<file path="src/rtl/pls_pkg.sv">
package pls_pkg;
   typedef enum logic [2:0] {
      ST_IDLE,
      ST_PWR,
      ST_RSTP,
      ST_WAIT,
      ST_SHIFT,
      ST_RSLO,
      ST_RSHI,
      ST_DONE
   } pls_state_t;
endpackage

</file>
<file path="src/rtl/pls_phase_timer.sv">
module pls_phase_timer #(
   parameter int W = 8
) (
   input  logic         clk,
   input  logic         rst_n,
   input  logic         run,
   input  logic [W-1:0] limit,
   output logic         tick
);
   logic [W-1:0] cnt;

   assign tick = run && (cnt == limit - W'(1));

   always_ff @(posedge clk or negedge rst_n) begin
      if (!rst_n)      cnt <= '0;
      else if (!run)   cnt <= '0;
      else if (tick)   cnt <= '0;
      else             cnt <= cnt + W'(1);
   end

   // a phase shorter than two clocks is outside the supported range
   a_r2_limit_min: assert property (@(posedge clk) disable iff (!rst_n)
      run |-> (limit >= W'(2)));

   a_r2_cnt_in_range: assert property (@(posedge clk) disable iff (!rst_n)
      run |-> (cnt < limit));
endmodule

</file>
<file path="src/rtl/pls_frame_shifter.sv">
module pls_frame_shifter #(
   parameter int          BW        = 8,
   parameter int          NBYTES    = 4,
   parameter int          ECHO_SLOT = 2,
   parameter logic [7:0]  ECHO_VAL  = 8'h53,
   parameter logic [31:0] FRAME     = 32'hAC53_0000
) (
   input  logic clk,
   input  logic rst_n,
   input  logic load,
   input  logic cap,
   input  logic adv,
   input  logic miso,
   output logic mosi_bit,
   output logic last,
   output logic echo_ok
);
   localparam int FRAME_W   = BW * NBYTES;
   localparam int IDXW      = $clog2(FRAME_W);
   localparam int ECHO_LAST = (ECHO_SLOT + 1) * BW - 1;

   logic [FRAME_W-1:0] tx;
   logic [BW-1:0]      rx;
   logic [IDXW-1:0]    bidx;
   logic [BW-1:0]      rx_nxt;

   generate
      if (FRAME_W != 32) begin : g_bad_frame
         $error("frame width must be 32 bits");
      end
      if (ECHO_SLOT >= NBYTES) begin : g_bad_slot
         $error("echo slot outside frame");
      end
   endgenerate

   assign rx_nxt   = {rx[BW-2:0], miso};
   assign mosi_bit = tx[FRAME_W-1];
   assign last     = (bidx == IDXW'(FRAME_W - 1));

   always_ff @(posedge clk or negedge rst_n) begin
      if (!rst_n) begin
         tx      <= '0;
         rx      <= '0;
         bidx    <= '0;
         echo_ok <= 1'b0;
      end else if (load) begin
         tx      <= FRAME[FRAME_W-1:0];
         bidx    <= '0;
         echo_ok <= 1'b0;
      end else begin
         if (cap) begin
            rx <= rx_nxt;
            if (bidx == IDXW'(ECHO_LAST))
               echo_ok <= (rx_nxt == ECHO_VAL[BW-1:0]);
         end
         if (adv) begin
            tx   <= {tx[FRAME_W-2:0], 1'b0};
            bidx <= bidx + IDXW'(1);
         end
      end
   end

   // the echo flag only rises right after a capture
   a_r6_echo_after_cap: assert property (@(posedge clk) disable iff (!rst_n)
      $rose(echo_ok) |-> $past(cap));

   // capture and advance never coincide
   a_r7_cap_adv_excl: assert property (@(posedge clk) disable iff (!rst_n)
      !(cap && adv));
endmodule

</file>
<file path="src/rtl/pls_retry_ctr.sv">
module pls_retry_ctr #(
   parameter int MAX_TRIES = 32
) (
   input  logic clk,
   input  logic rst_n,
   input  logic clr,
   input  logic inc,
   output logic exhausted
);
   localparam int TW = (MAX_TRIES < 2) ? 1 : $clog2(MAX_TRIES);

   logic [TW-1:0] tries;

   generate
      if (MAX_TRIES < 1) begin : g_bad_tries
         $error("MAX_TRIES must be at least 1");
      end
      if (MAX_TRIES == 1) begin : g_single
         assign exhausted = 1'b1;
      end else begin : g_multi
         assign exhausted = (tries == TW'(MAX_TRIES - 1));
      end
   endgenerate

   always_ff @(posedge clk or negedge rst_n) begin
      if (!rst_n)   tries <= '0;
      else if (clr) tries <= '0;
      else if (inc) tries <= tries + TW'(1);
   end

   // never count past the last permitted attempt
   a_r9_tries_bound: assert property (@(posedge clk) disable iff (!rst_n)
      32'(tries) <= MAX_TRIES - 1);

   a_r9_no_inc_when_spent: assert property (@(posedge clk) disable iff (!rst_n)
      exhausted |-> !inc);
endmodule

</file>
<file path="src/rtl/prog_link_sync.sv">
module prog_link_sync #(
   parameter int         HALF_W     = 8,
   parameter int         SETTLE_CYC = 4_000_000,
   parameter int         MAX_TRIES  = 32,
   parameter logic [7:0] EN_B0      = 8'hAC,
   parameter logic [7:0] EN_B2      = 8'h00,
   parameter logic [7:0] EN_B3      = 8'h00
) (
   input  logic              clk,
   input  logic              rst_n,
   input  logic              start,
   input  logic              pulse_rst,
   input  logic [HALF_W-1:0] sck_half,
   input  logic              miso,
   output logic              sck,
   output logic              mosi,
   output logic              tgt_rst,
   output logic              done,
   output logic              synced
);
   import pls_pkg::*;

   localparam logic [7:0]  SYNC_BYTE = 8'h53;
   localparam logic [31:0] FRAME     = {EN_B0, SYNC_BYTE, EN_B2, EN_B3};
   localparam int          SW        = $clog2(SETTLE_CYC + 1);

   generate
      if (HALF_W < 2) begin : g_bad_halfw
         $error("HALF_W must be at least 2");
      end
      if (SETTLE_CYC < 2) begin : g_bad_settle
         $error("SETTLE_CYC must be at least 2");
      end
   endgenerate

   pls_state_t        st;
   logic              hi;
   logic              pulse_q;
   logic              synced_q;
   logic [HALF_W-1:0] half_q;

   logic ph_run, ph_tick, set_run, set_tick;
   logic ld, cap, adv, mosi_bit, last, echo_ok;
   logic try_clr, try_inc, exhausted;

   assign ph_run  = (st == ST_PWR) || (st == ST_RSTP) || (st == ST_SHIFT) ||
                    (st == ST_RSLO) || (st == ST_RSHI);
   assign set_run = (st == ST_WAIT);

   assign ld  = (set_run && set_tick) || ((st == ST_RSHI) && ph_tick);
   assign cap = (st == ST_SHIFT) && !hi && ph_tick;
   assign adv = (st == ST_SHIFT) && hi && ph_tick && !last;

   assign try_clr = (st == ST_IDLE) && start;
   assign try_inc = (st == ST_SHIFT) && hi && ph_tick && last && !echo_ok && !exhausted;

   pls_phase_timer #(.W(HALF_W)) u_phase (
      .clk   (clk),
      .rst_n (rst_n),
      .run   (ph_run),
      .limit (half_q),
      .tick  (ph_tick)
   );

   pls_phase_timer #(.W(SW)) u_settle (
      .clk   (clk),
      .rst_n (rst_n),
      .run   (set_run),
      .limit (SW'(SETTLE_CYC)),
      .tick  (set_tick)
   );

   pls_frame_shifter #(
      .BW        (8),
      .NBYTES    (4),
      .ECHO_SLOT (2),
      .ECHO_VAL  (SYNC_BYTE),
      .FRAME     (FRAME)
   ) u_shift (
      .clk      (clk),
      .rst_n    (rst_n),
      .load     (ld),
      .cap      (cap),
      .adv      (adv),
      .miso     (miso),
      .mosi_bit (mosi_bit),
      .last     (last),
      .echo_ok  (echo_ok)
   );

   pls_retry_ctr #(.MAX_TRIES(MAX_TRIES)) u_retry (
      .clk       (clk),
      .rst_n     (rst_n),
      .clr       (try_clr),
      .inc       (try_inc),
      .exhausted (exhausted)
   );

   always_ff @(posedge clk or negedge rst_n) begin
      if (!rst_n) begin
         st       <= ST_IDLE;
         hi       <= 1'b0;
         pulse_q  <= 1'b0;
         synced_q <= 1'b0;
         half_q   <= HALF_W'(2);
      end else begin
         case (st)
            ST_IDLE: if (start) begin
               half_q   <= sck_half;
               pulse_q  <= pulse_rst;
               synced_q <= 1'b0;
               st       <= ST_PWR;
            end
            ST_PWR:  if (ph_tick) st <= pulse_q ? ST_RSTP : ST_WAIT;
            ST_RSTP: if (ph_tick) st <= ST_WAIT;
            ST_WAIT: if (set_tick) begin
               st <= ST_SHIFT;
               hi <= 1'b0;
            end
            ST_SHIFT: if (ph_tick) begin
               if (!hi) begin
                  hi <= 1'b1;
               end else begin
                  hi <= 1'b0;
                  if (last) begin
                     if (echo_ok) begin
                        synced_q <= 1'b1;
                        st       <= ST_DONE;
                     end else if (exhausted) begin
                        synced_q <= 1'b0;
                        st       <= ST_DONE;
                     end else begin
                        st <= ST_RSLO;
                     end
                  end
               end
            end
            ST_RSLO: if (ph_tick) st <= ST_RSHI;
            ST_RSHI: if (ph_tick) begin
               st <= ST_SHIFT;
               hi <= 1'b0;
            end
            ST_DONE: st <= ST_IDLE;
            default: st <= ST_IDLE;
         endcase
      end
   end

   assign sck     = ((st == ST_SHIFT) && hi) || (st == ST_RSHI);
   assign mosi    = (st == ST_SHIFT) ? mosi_bit : 1'b0;
   assign tgt_rst = (st == ST_RSTP);
   assign done    = (st == ST_DONE);
   assign synced  = synced_q;

   // data to the target is steady for the whole high phase
   a_r3_mosi_hold: assert property (@(posedge clk) disable iff (!rst_n)
      (sck && $past(sck)) |-> $stable(mosi));

   // the reset pulse only happens with the clock line low
   a_r4_rst_sck_low: assert property (@(posedge clk) disable iff (!rst_n)
      tgt_rst |-> !sck);

   // completion is a single-cycle pulse
   a_r10_done_single: assert property (@(posedge clk) disable iff (!rst_n)
      done |=> !done);

   // status is steady in the cycle after completion
   a_r10_synced_hold: assert property (@(posedge clk) disable iff (!rst_n)
      done |=> $stable(synced));

   // a start request while busy does not restart the power-up phase
   a_r11_busy_ignore: assert property (@(posedge clk) disable iff (!rst_n)
      (start && (st != ST_IDLE) && (st != ST_DONE)) |=> (st != ST_PWR));
endmodule

</file>
<file path="config.mk">
export PLATFORM = sky130hd
export DESIGN_NAME = prog_link_sync
export DESIGN_NICKNAME = d
export VERILOG_FILES = /design/src/rtl/pls_pkg.sv /design/src/rtl/pls_phase_timer.sv /design/src/rtl/pls_frame_shifter.sv /design/src/rtl/pls_retry_ctr.sv /design/src/rtl/prog_link_sync.sv
export SDC_FILE = /design/constraint.sdc
export NUM_CORES = 1
export LEC_CHECK = 0
export CAP_MARGIN = 10
export CORE_MARGIN = 5
export CORE_UTILIZATION = 60
export DETAILED_ROUTE_END_ITERATION = 7
export GPL_TIMING_DRIVEN = 0
export PLACE_DENSITY = 0.9
export SLEW_MARGIN = 5
export SYNTH_ARGS = -nofsm -noshare
export SYNTH_HDL_FRONTEND = slang
export SYNTH_HIERARCHICAL = 1
export SYNTH_SLANG_ARGS = --single-unit
</file>
<file path="constraint.sdc">
create_clock -name clk -period 5.55 [get_ports clk]
set_input_delay 1.11 -clock clk [delete_from_list [all_inputs] [get_ports clk]]
set_output_delay 1.11 -clock clk [all_outputs]
set_load 0.02 [all_outputs]
</file>
==> reports/qor.txt <==
Clk slew on worst S/H paths: 0.08 ns
Slew Viols, Final: 0
Worst-margin pin slew: 0.897 ns
Peak Freq: 239 MHz
Post-CTS Setup Repair Bufs: 0
Kind of critical path: register to register
Final Hold Violating Endpoints: 0
Arrival time worst endpoint: 4.42 ns
Ys Warns: 6
Status: completed
TNS Setup: 0 ns
Number of synthesized register bits: 78
Layout cell share with drive strength beyond 1: 12.1%
Fin crit share: 75.4%
Setup violations, final: 0
Clk Latency, worst-skew pair: 0.35 ns
DR vias: 3926
Crit path max fanout: 10
Total GRT Usage: 22.3%
Die Y: 101 um
Pleak: 2.29 nW
CTS tree: built
Net count reported at finish: 619
Max IR drop VDD: 0.000211 V
Core ar.: 8090 um^2
Top cells by count, synth: 77 x dfrtp_1, 64 x nor2_1, 36 x xnor2_1
First-pass GRT wire length: 18100 um
CTS max path bufs: 2
Buffers on Ports: 17
Register area share after synthesis: 39.6%
Max-slew headroom: 39.7%
Crit. End Element: register
CTS Root Cell: clkbuf_8
Rows: 33
Effective utilization at floorplan: 60.9%
Antenna fix cells: 0
Primary FF master, synth: dfrtp_1
Initial antenna violation count: 0
Drt pass-1 iters: 5
DR iter-0 viols: 282
Post-synth EDFFs: 0
Mapped Area: 4930 um^2
Fin util: 70.8%
Total gr overflow: 0
Skew final: 0.00832 ns
Number of global-route vias before repair: 3952
Post-route ant nets: 0
H-tree depth: 3
Share of the synthesized area in the top cell type: 39.1%
RSZ-0062 raised after global routing: no
Fin cells: 708
Die area: 10100 um^2
Crit start category: register
Hold_buf cts: 0
Top-count cell post-synth: dfrtp_1
Min-delay worst type: register to register
Post-synth ARST share: 100%
CTS Buf Count: 9
Area growth syn-to-layout: 16.2%
Wirelength, routed: 10500 um
Post-synthesis cell type count: 73
Period minus WS final: 4.18 ns
CTS Sinks: 78
Cts repair resizes: 0
Hpwl dp: 7460 um
Placed cells: 692
DR vias/cell: 5.55
DR DRC count: 0
Ports: 18
Avg Cell Area, Syn: 9.88 um^2
DR WL/cell: 14.8 um
Max cap viols: 0
Largest net degree at the start of global routing: 60
RePlAce Congestion: 0.896
Power Dens Cells: 186 nW/um^2
Top cells by area, synth: dfrtp_1 39%, xnor2_1 6.4%, xor2_1 5.5%, mux2_4 5.2%, nor2_1 4.9%
Cells after Synth: 499
CP required: 5.78 ns
Largest area contributor in the netlist: dfrtp_1
Die width: 101 um
Hold_ws: 0.505 ns
cells in the final DEF, fill, tap and decap left out, types with 3 or more instances in the layout:
master | Yosys | final
a211oi_1 | 4 | 4
a21oi_1 | 10 | 10
a31oi_1 | 4 | 4
and3_1 | 10 | 10
buf_4 | 3 | 4
buf_6 | 8 | 8
clkbuf_1 | 11 | 11
clkbuf_8 | 0 | 10
clkdlybuf4s50_1 | 0 | 16
clkinv_4 | 0 | 3
conb_1 | 2 | 72
dfrtp_1 | 77 | 77
ha_1 | 8 | 8
inv_1 | 12 | 12
mux2_4 | 17 | 17
mux2i_1 | 22 | 22
nand2_1 | 35 | 35
nand2b_1 | 5 | 5
nand3_1 | 23 | 23
nand3b_1 | 6 | 6
nand4_1 | 13 | 13
nor2_1 | 64 | 64
nor2b_1 | 4 | 4
nor3_1 | 12 | 12
nor4_1 | 7 | 7
o21ai_0 | 17 | 17
or3_2 | 3 | 3
xnor2_1 | 36 | 36
xor2_1 | 31 | 31
metrics by stage:
| stage | total power, mW | worst slack, ns | cell area, um^2 |
|---|---|---|---|
| 2_1_floorplan | 0.613 | 2.23 | 5190 |
| 3_3_place_gp | 0.634 | 0.810 | 5500 |
| 3_5_place_dp | 0.637 | 1.49 | 5520 |
| 4_1_cts | 1.07 | 1.43 | 5730 |
| 5_1_grt | 1.11 | 1.07 | 5730 |
| 6_report | 1.06 | 1.37 | 5730 |
layer usage:
metal	wire (um)	vias up	global-route usage, %
met5	0	-	0
met4	287	0	8.81
met3	444	28	4.22
met2	5470	96	38.9
met1	4270	1920	27.0
li1	-	1882	-
where the power goes:
| group | internal (mW) | total, mW | switching (mW) |
|---|---|---|---|
| sequential | 0.568 | 0.568 | 0 |
| clock | 0.223 | 0.434 | 0.211 |
| combinational | 0.0238 | 0.0626 | 0.0388 |
| total | 0.814 | 1.06 | 0.250 |
critical path, stage by stage, from the launching register on:
cell and delay [ns]:
dfrtp_1 0.38, clkbuf_1 0.33, nand2_1 0.16, nor2_1 0.30, nand4_1 0.17, nor4_1 0.31
nand4_1 0.15, nor4_1 0.80, nand3b_1 0.20, a21boi_0 0.62, nor2b_1 0.15, buf_6 0.19
mux2_4 0.30
path summary, 6_finish.rpt:
kind | slack (ns) | endpoint | cells after the start | startpoint
setup / recovery | 1.37 | u_shift/rx[0]$_DFFE_PN0P_ | 12 | st[0]$_DFFE_PN0P_
min in group asynchronous | 0.63 | half_q[4]$_DFFE_PN0P_ | 1 | rst_n
hold reg to reg | 0.50 | u_shift/tx[26]$_DFFE_PN0P_ | 2 | u_shift/tx[26]$_DFFE_PN0P_
max in group asynchronous | 4.32 | half_q[1]$_DFFE_PN1P_ | 2 | rst_n
hold / removal | 0.50 | u_shift/tx[26]$_DFFE_PN0P_ | 2 | u_shift/tx[26]$_DFFE_PN0P_
setup reg to reg | 1.37 | u_shift/rx[0]$_DFFE_PN0P_ | 12 | st[0]$_DFFE_PN0P_
cell families after synthesis:
family / share of synthesized area, %
AND/OR/NAND/NOR: 23.5
multiplexers: 9.64
flip-flops: 39.6
adder cells (fa/ha/maj): 2.03
buffers and inverters: 4.31
AO/OA/AOI/OAI: 8.85
XOR/XNOR: 11.9
other: 0.152
flip-flops by register name, summed over array words and instances, names as in the netlist:
register         count
half_q               8
hi                   1
pulse_q              1
st                   3
synced               1
u_phase/cnt          8
u_retry/tries        5
u_settle/cnt        22
u_shift/bidx         5
u_shift/echo_ok      1
u_shift/rx           7
u_shift/tx          16
layout make-up:
cell class,count,area [um^2]
tap,105,131
fill,584,2360
timing repair buffer,18,195
inverter,12,45.0
sequential,78,1950
clock buffer,10,138
clock inverter,6,70.1
multi-input combinational,454,3030
buffer,25,168
(Power assumes the default switching activity.)
